## src/rtl/pdma_engine.sv

```systemverilog
module pdma_engine #(
  parameter int NCH = 4,
  parameter int AW  = 16,
  parameter int DW  = 8,
  parameter int RAW = 4
) (
  input  logic           clk,
  input  logic           rst_n,
  input  logic [RAW-1:0] reg_addr,
  input  logic           reg_we,
  input  logic [DW-1:0]  reg_wdata,
  output logic [DW-1:0]  reg_rdata,
  output logic [AW-1:0]  ram_addr,
  output logic           ram_re,
  output logic           ram_we,
  output logic [DW-1:0]  ram_wdata,
  input  logic [DW-1:0]  ram_rdata,
  input  logic           key_req,
  output logic           key_vld,
  input  logic           blk_req,
  output logic           blk_vld,
  input  logic           xor_req,
  output logic           xor_vld,
  output logic [DW-1:0]  pout_data,
  input  logic           res_req,
  input  logic [DW-1:0]  res_data,
  output logic           res_take,
  output logic           irq
);
  localparam int CW = (NCH > 1) ? $clog2(NCH) : 1;
  localparam logic [3:0] C_KEY = 4'h5, C_BLK = 4'h6, C_XOR = 4'h7, C_RES = 4'h8;
  localparam logic [RAW-1:0] A_SEL = 0, A_EN = 1, A_FLG = 2, A_CFG = 3, A_MODE = 4,
    A_BL = 5, A_BH = 6, A_SL = 7, A_SH = 8, A_OL = 9, A_OH = 10;

  logic [CW-1:0]  sel;
  logic [NCH-1:0] en, flg, ie, wrap, preq, elig, fset;
  logic [3:0]     code [NCH];
  logic [AW-1:0]  base [NCH];
  logic [AW-1:0]  size [NCH];
  logic [AW-1:0]  off  [NCH];
  logic           busy, hit, issue, is_wr;
  logic [CW-1:0]  cur, gnt;
  logic [3:0]     cur_code;
  logic [AW-1:0]  nxt;

  always_comb begin
    for (int i = 0; i < NCH; i++) begin
      case (code[i])
        C_KEY:   preq[i] = key_req;
        C_BLK:   preq[i] = blk_req;
        C_XOR:   preq[i] = xor_req;
        C_RES:   preq[i] = res_req;
        default: preq[i] = 1'b0;
      endcase
      elig[i] = en[i] && (off[i] < size[i]) && preq[i];
    end
  end

  always_comb begin
    gnt = '0;
    hit = 1'b0;
    for (int i = NCH - 1; i >= 0; i--)
      if (elig[i]) begin
        gnt = CW'(i);
        hit = 1'b1;
      end
  end

  assign issue     = !busy && hit;
  assign is_wr     = code[gnt] == C_RES;
  assign ram_addr  = base[gnt] + off[gnt];
  assign ram_re    = issue && !is_wr;
  assign ram_we    = issue && is_wr;
  assign ram_wdata = res_data;
  assign res_take  = ram_we;
  assign pout_data = ram_rdata;
  assign key_vld   = busy && cur_code == C_KEY;
  assign blk_vld   = busy && cur_code == C_BLK;
  assign xor_vld   = busy && cur_code == C_XOR;
  assign irq       = |(flg & ie);
  assign nxt       = off[cur] + AW'(1);

  always_comb begin
    fset = '0;
    if (busy && nxt == size[cur] && !wrap[cur]) fset[cur] = 1'b1;
  end

  always_comb begin
    case (reg_addr)
      A_SEL:   reg_rdata = DW'(sel);
      A_EN:    reg_rdata = DW'(en);
      A_FLG:   reg_rdata = DW'(flg);
      A_CFG:   reg_rdata = {ie[sel], 3'b000, code[sel]};
      A_MODE:  reg_rdata = DW'(wrap[sel]);
      A_BL:    reg_rdata = base[sel][DW-1:0];
      A_BH:    reg_rdata = base[sel][AW-1:DW];
      A_SL:    reg_rdata = size[sel][DW-1:0];
      A_SH:    reg_rdata = size[sel][AW-1:DW];
      A_OL:    reg_rdata = off[sel][DW-1:0];
      A_OH:    reg_rdata = off[sel][AW-1:DW];
      default: reg_rdata = '0;
    endcase
  end

  always_ff @(posedge clk) begin
    if (!rst_n) begin
      sel <= '0; en <= '0; flg <= '0; ie <= '0; wrap <= '0;
      busy <= 1'b0; cur <= '0; cur_code <= '0;
      for (int i = 0; i < NCH; i++) begin
        code[i] <= '0; base[i] <= '0; size[i] <= '0; off[i] <= '0;
      end
    end else begin
      busy <= issue;
      if (issue) begin
        cur      <= gnt;
        cur_code <= code[gnt];
      end
      if (busy) off[cur] <= (nxt == size[cur] && wrap[cur]) ? '0 : nxt;
      flg <= ((reg_we && reg_addr == A_FLG) ? (flg & reg_wdata[NCH-1:0]) : flg) | fset;
      if (reg_we)
        case (reg_addr)
          A_SEL:  sel <= reg_wdata[CW-1:0];
          A_EN:   en <= reg_wdata[NCH-1:0];
          A_CFG:  begin code[sel] <= reg_wdata[3:0]; ie[sel] <= reg_wdata[7]; end
          A_MODE: wrap[sel] <= reg_wdata[0];
          A_BL:   base[sel][DW-1:0]  <= reg_wdata;
          A_BH:   base[sel][AW-1:DW] <= reg_wdata[AW-DW-1:0];
          A_SL:   size[sel][DW-1:0]  <= reg_wdata;
          A_SH:   size[sel][AW-1:DW] <= reg_wdata[AW-DW-1:0];
          A_OL:   off[sel][DW-1:0]   <= reg_wdata;
          A_OH:   off[sel][AW-1:DW]  <= reg_wdata[AW-DW-1:0];
          default: ;
        endcase
    end
  end


  ram_gap_chk: assert property (@(posedge clk) disable iff (!rst_n)
    (ram_re || ram_we) |=> !(ram_re || ram_we));

  strobe_src_chk: assert property (@(posedge clk) disable iff (!rst_n)
    (key_vld || blk_vld || xor_vld) |-> $past(ram_re));

  flag_src_chk: assert property (@(posedge clk) disable iff (!rst_n)
    ((flg & ~$past(flg)) != '0) |-> $past(busy));

  wrap_noflag_chk: assert property (@(posedge clk) disable iff (!rst_n)
    ((flg & ~$past(flg)) != '0) |-> !$past(wrap[cur]));

  irq_src_chk: assert property (@(posedge clk) disable iff (!rst_n)
    irq |-> (flg != '0));
endmodule

```

## config.mk

```make
export PLATFORM = sky130hd
export DESIGN_NAME = pdma_engine
export DESIGN_NICKNAME = d
export VERILOG_FILES = /design/src/rtl/pdma_engine.sv
export SDC_FILE = /design/constraint.sdc
export NUM_CORES = 1
export LEC_CHECK = 0
export BUFFER_PORTS_ARGS = -buffer_cell sky130_fd_sc_hd__buf_2
export CAP_MARGIN = 0
export CORE_ASPECT_RATIO = 1.5
export CORE_MARGIN = 2
export CORE_UTILIZATION = 40
export DETAILED_ROUTE_END_ITERATION = 7
export PLACE_DENSITY = 0.59
export SYNTH_ARGS = -nofsm -noshare
export SYNTH_HDL_FRONTEND = slang
export SYNTH_SLANG_ARGS = --single-unit
```

## constraint.sdc

```tcl
create_clock -name clk -period 7.64 [get_ports clk]
set_input_delay 0.764 -clock clk [delete_from_list [all_inputs] [get_ports clk]]
set_output_delay 0.764 -clock clk [all_outputs]
set_load 0.01 [all_outputs]
```

==> impl_metrics.py <==
metrics = {
    "drt": {
        "route.detailed.drc": 0,
        "num_vias": 12952,
        "vias_per_cell": 6.37,
        "drt_iter0_markers": 1382,
        "wl_per_cell_um": 29.3,
        "dr.pass1.iters": 6,
        "ant_nets": 0,
        "drt_wl_total_mm": 59.5,
    },
    "yosys": {
        "yosys.area_share.simple": 0.160,
        "synth_compound_area_frac": 0.125,
        "ys_async_sr_fraction": 0,
        "synth.avg_cell_area_um2": 10.9,
        "ys_seq_area_frac": 0.415,
        "synth_edf_count": 208,
        "synthMuxAreaShare": 0.168,
        "syn-cell-area_um2": 16500,
        "synth_xor_area_frac": 0.0218,
        "ys_types": 69,
        "ys_warn_count": 0,
        "synthCells": 1513,
        "synth_seq_cells": 237,
        "synth_top_family_by_area": "multiplexers",
        "syn-num-nets": 1625,
        "synthAdderAreaFrac": 0.0590,
        "synthFlopType": "edfxtp_1",
    },
    "global_route": {
        "grt_first_pass_wirelength_mm": 85.4,
        "grt_usage": 0.276,
        "grt_pass1_vias": 12607,
        "antenna_found_initial": 0,
        "grt.overflow.total": 0,
        "grt_max_degree": 56,
    },
    "timing": {
        "worst_slew_pin_slew_ps": 1340,
        "slew_headroom": 0.108,
        "rsz0062_at_grt": "false",
        "setup_viol": 0,
        "tns_ps": 0,
        "finalClockSkew_ps": 21.0,
        "fin_ws_ps": 408,
        "drv_slew": 0,
        "finalHoldViolCount": 0,
        "max_freq_ghz": 0.138,
        "period_needed_ps": 7230,
        "finalCritPeriodShare": 0.947,
    },
    "layout": {
        "insertedDiodeCount": 0,
        "drive_above_1_share": 0.177,
        "multiInputGateArea_um2": 8810,
        "finalNetCount": 1616,
        "synthToLayoutAreaGrowth_pct": 8.64,
        "instances_no_fill": 2033,
        "fin_util": 0.437,
        "fillCellCount": 3816,
        "seq_area_um2": 6830,
    },
    "setup_path": {
        "path_class": "flop to output pin",
        "crit_fanout": 13,
        "endpoint_kind": "output pin",
        "cp_data_arrival_time_ps": 6470,
        "worstPathRequired_ps": 6880,
        "cp-start-kind": "flop",
    },
    "placed_design": {
        "place_inst": 1988,
        "portBuffers": 49,
        "pre_cts_ws_ps": 455,
        "dp_hpwl_mm": 44.4,
        "place.gp.congestion": 1.03,
    },
    "clocking": {
        "post_cts_buffers": 0,
        "clock_sinks": 237,
        "clk_latency_ps": 550,
        "cts_htree_levels": 1,
        "ctsResizeCount": 0,
        "root_buffer": "clkbuf_16",
        "path_clk_slew_ps": 70,
        "cts_tree": "built",
        "clockBufferDepth": 3,
        "ctsHoldBuffers": 0,
        "numCtsBuffers": 24,
    },
    "floorplanning": {
        "start_util": 0.403,
        "ioPinCount": 82,
        "rows": 91,
        "core_um2": 40900,
        "die_h_um": 252,
        "die_width_um": 170,
        "dieArea_um2": 42800,
    },
    "outcome": {
        "status": "finished, final reports clean",
    },
    "min_path": {
        "hp-class": "flop to flop",
    },
    "power_and_ir_drop": {
        "ir_drop_mv": 0.205,
        "p_total_uw": 3100,
        "p_leak_uw": 0.00672,
        "cellPowerDensity_nw_per_um2": 173,
    },
    "run": {
        "cap_violations": 0,
    },
}
## metal layers
metal / vias up / GRT usage / share of wire
li1: 5630 / - / -
met1: 6391 / 0.314 / 0.35
met2: 713 / 0.473 / 0.49
met3: 218 / 0.0343 / 0.071
met4: 0 / 0.205 / 0.086
met5: - / 0 / 0
## critical path, stage by stage, from the launching register on
cell and delay [ps]:
edfxtp_1 500, ha_1 370, nand2_1 60, o21ai_0 320, a41oi_1 110, or2_2 310, o211ai_1 490, and2_1 410
o21ai_4 230, mux2i_1 160, mux2i_1 290, ha_1 290, a21o_1 180, a21oi_1 240, nand2b_1 180, a22oi_1 110
a2111o_1 410, a21o_1 190, a21oi_1 220, o21a_1 200, o21ai_0 200, xor2_1 270, buf_2 180
## cells by family (layout without fill, tap and decap cells)
group / Yosys count / count (layout)
simple gates: 496 / 496
compound gates: 302 / 302
flops: 237 / 237
buf+inv: 194 / 203
mux: 166 / 166
fa+ha+maj: 77 / 77
xor+xnor: 41 / 41
## final timing paths
kind	startpoint	end	slack, ps	cells after the start
worst max-delay path	off[0][11]	ram_addr[15]	410	22
worst min-delay path	wrap[2]	wrap[2]	500	2
worst max register to register	flop	off[3][2]	2150	12
worst min register to register	wrap[2]	wrap[2]	500	2
## cell usage in the layout (no fill, tap or decap), types with 5 or more instances in the layout
master	Yosys	routed
a21boi_0	10	10
a21o_1	8	8
a21oi_1	65	64
a221oi_1	5	5
a22o_1	20	20
a22oi_1	26	26
and2_1	137	137
and3_1	11	11
buf_2	7	49
buf_4	19	25
clkbuf_16	0	25
clkinv_4	0	5
clkinvlp_4	0	5
dfxtp_1	29	25
edfxtp_1	208	208
ha_1	76	76
inv_1	84	84
mux2_2	29	29
mux2i_1	52	52
mux4_2	85	85
nand2_1	104	103
nand2b_1	15	15
nand3_1	33	33
nand4_1	16	16
nor2_1	94	94
nor2b_1	28	28
nor3_1	21	20
nor4b_1	6	6
o211ai_1	8	8
o21ai_0	68	67
o221ai_1	5	5
o31ai_1	41	41
o31ai_2	10	10
or2_2	8	8
xnor2_1	24	24
xor2_1	17	17
## sequential cells by signal (all words and copies together), names as in the netlist, named ones only
register / flops
size: 64
en: 4
ie: 4
base: 64
flg: 4
cur: 2
off: 64
sel: 2
code: 16
wrap: 4
busy: 1
cur_code: 4
## where the power goes
| group | internal (uW) | switching (uW) |
|---|---|---|
| sequential | 1450 | 53.9 |
| clock | 712 | 562 |
| combinational | 113 | 210 |
## through the flow
step | instance area, um2 | hold slack, ps
2_1_floorplan | 16500 | 455
3_3_place_gp | 17000 | 482
3_5_place_dp | 17000 | 491
4_1_cts | 17900 | 500
5_1_grt | 17900 | 531
6_report | 17900 | 498
## Yosys cell counts, types with 7 or more instances
| library cell | n | area (um2) |
|---|---|---|
| ha_1 | 76 | 951 |
| buf_4 | 19 | 143 |
| a21o_1 | 8 | 60.1 |
| mux2i_1 | 52 | 521 |
| clkbuf_1 | 66 | 248 |
| and3_1 | 11 | 68.8 |
| mux4_2 | 85 | 1910 |
| buf_2 | 7 | 35.0 |
| xor2_1 | 17 | 149 |
| nand2b_1 | 15 | 93.8 |
| edfxtp_1 | 208 | 6250 |
| nor2_1 | 94 | 353 |
| o31ai_1 | 41 | 308 |
| a21boi_0 | 10 | 75.1 |
| nand3_1 | 33 | 165 |
| a22o_1 | 20 | 175 |
| buf_1 | 13 | 48.8 |
| o31ai_2 | 10 | 125 |
| or2_2 | 8 | 50.1 |
| nand2_1 | 104 | 390 |
| nand4_1 | 16 | 100 |
| and2_1 | 137 | 857 |
| inv_1 | 84 | 315 |
| dfxtp_1 | 29 | 581 |
| nor3_1 | 21 | 105 |
| a21oi_1 | 65 | 325 |
| xnor2_1 | 24 | 210 |
| o21ai_0 | 68 | 340 |
| o211ai_1 | 8 | 60.1 |
| mux2_2 | 29 | 327 |
| nor2b_1 | 28 | 175 |
| a22oi_1 | 26 | 195 |
## area by class of cell
class	count	share of cell area
Clock buffer	25	0.0350
Clock inverter	19	0.0120
Inverter	84	0.0176
Multi-Input combinational cell	1082	0.493
Sequential cell	237	0.382
Tap cell	511	0.0358
Timing Repair Buffer	75	0.0246
No activity file was read; power rests on OpenSTA's default activity.
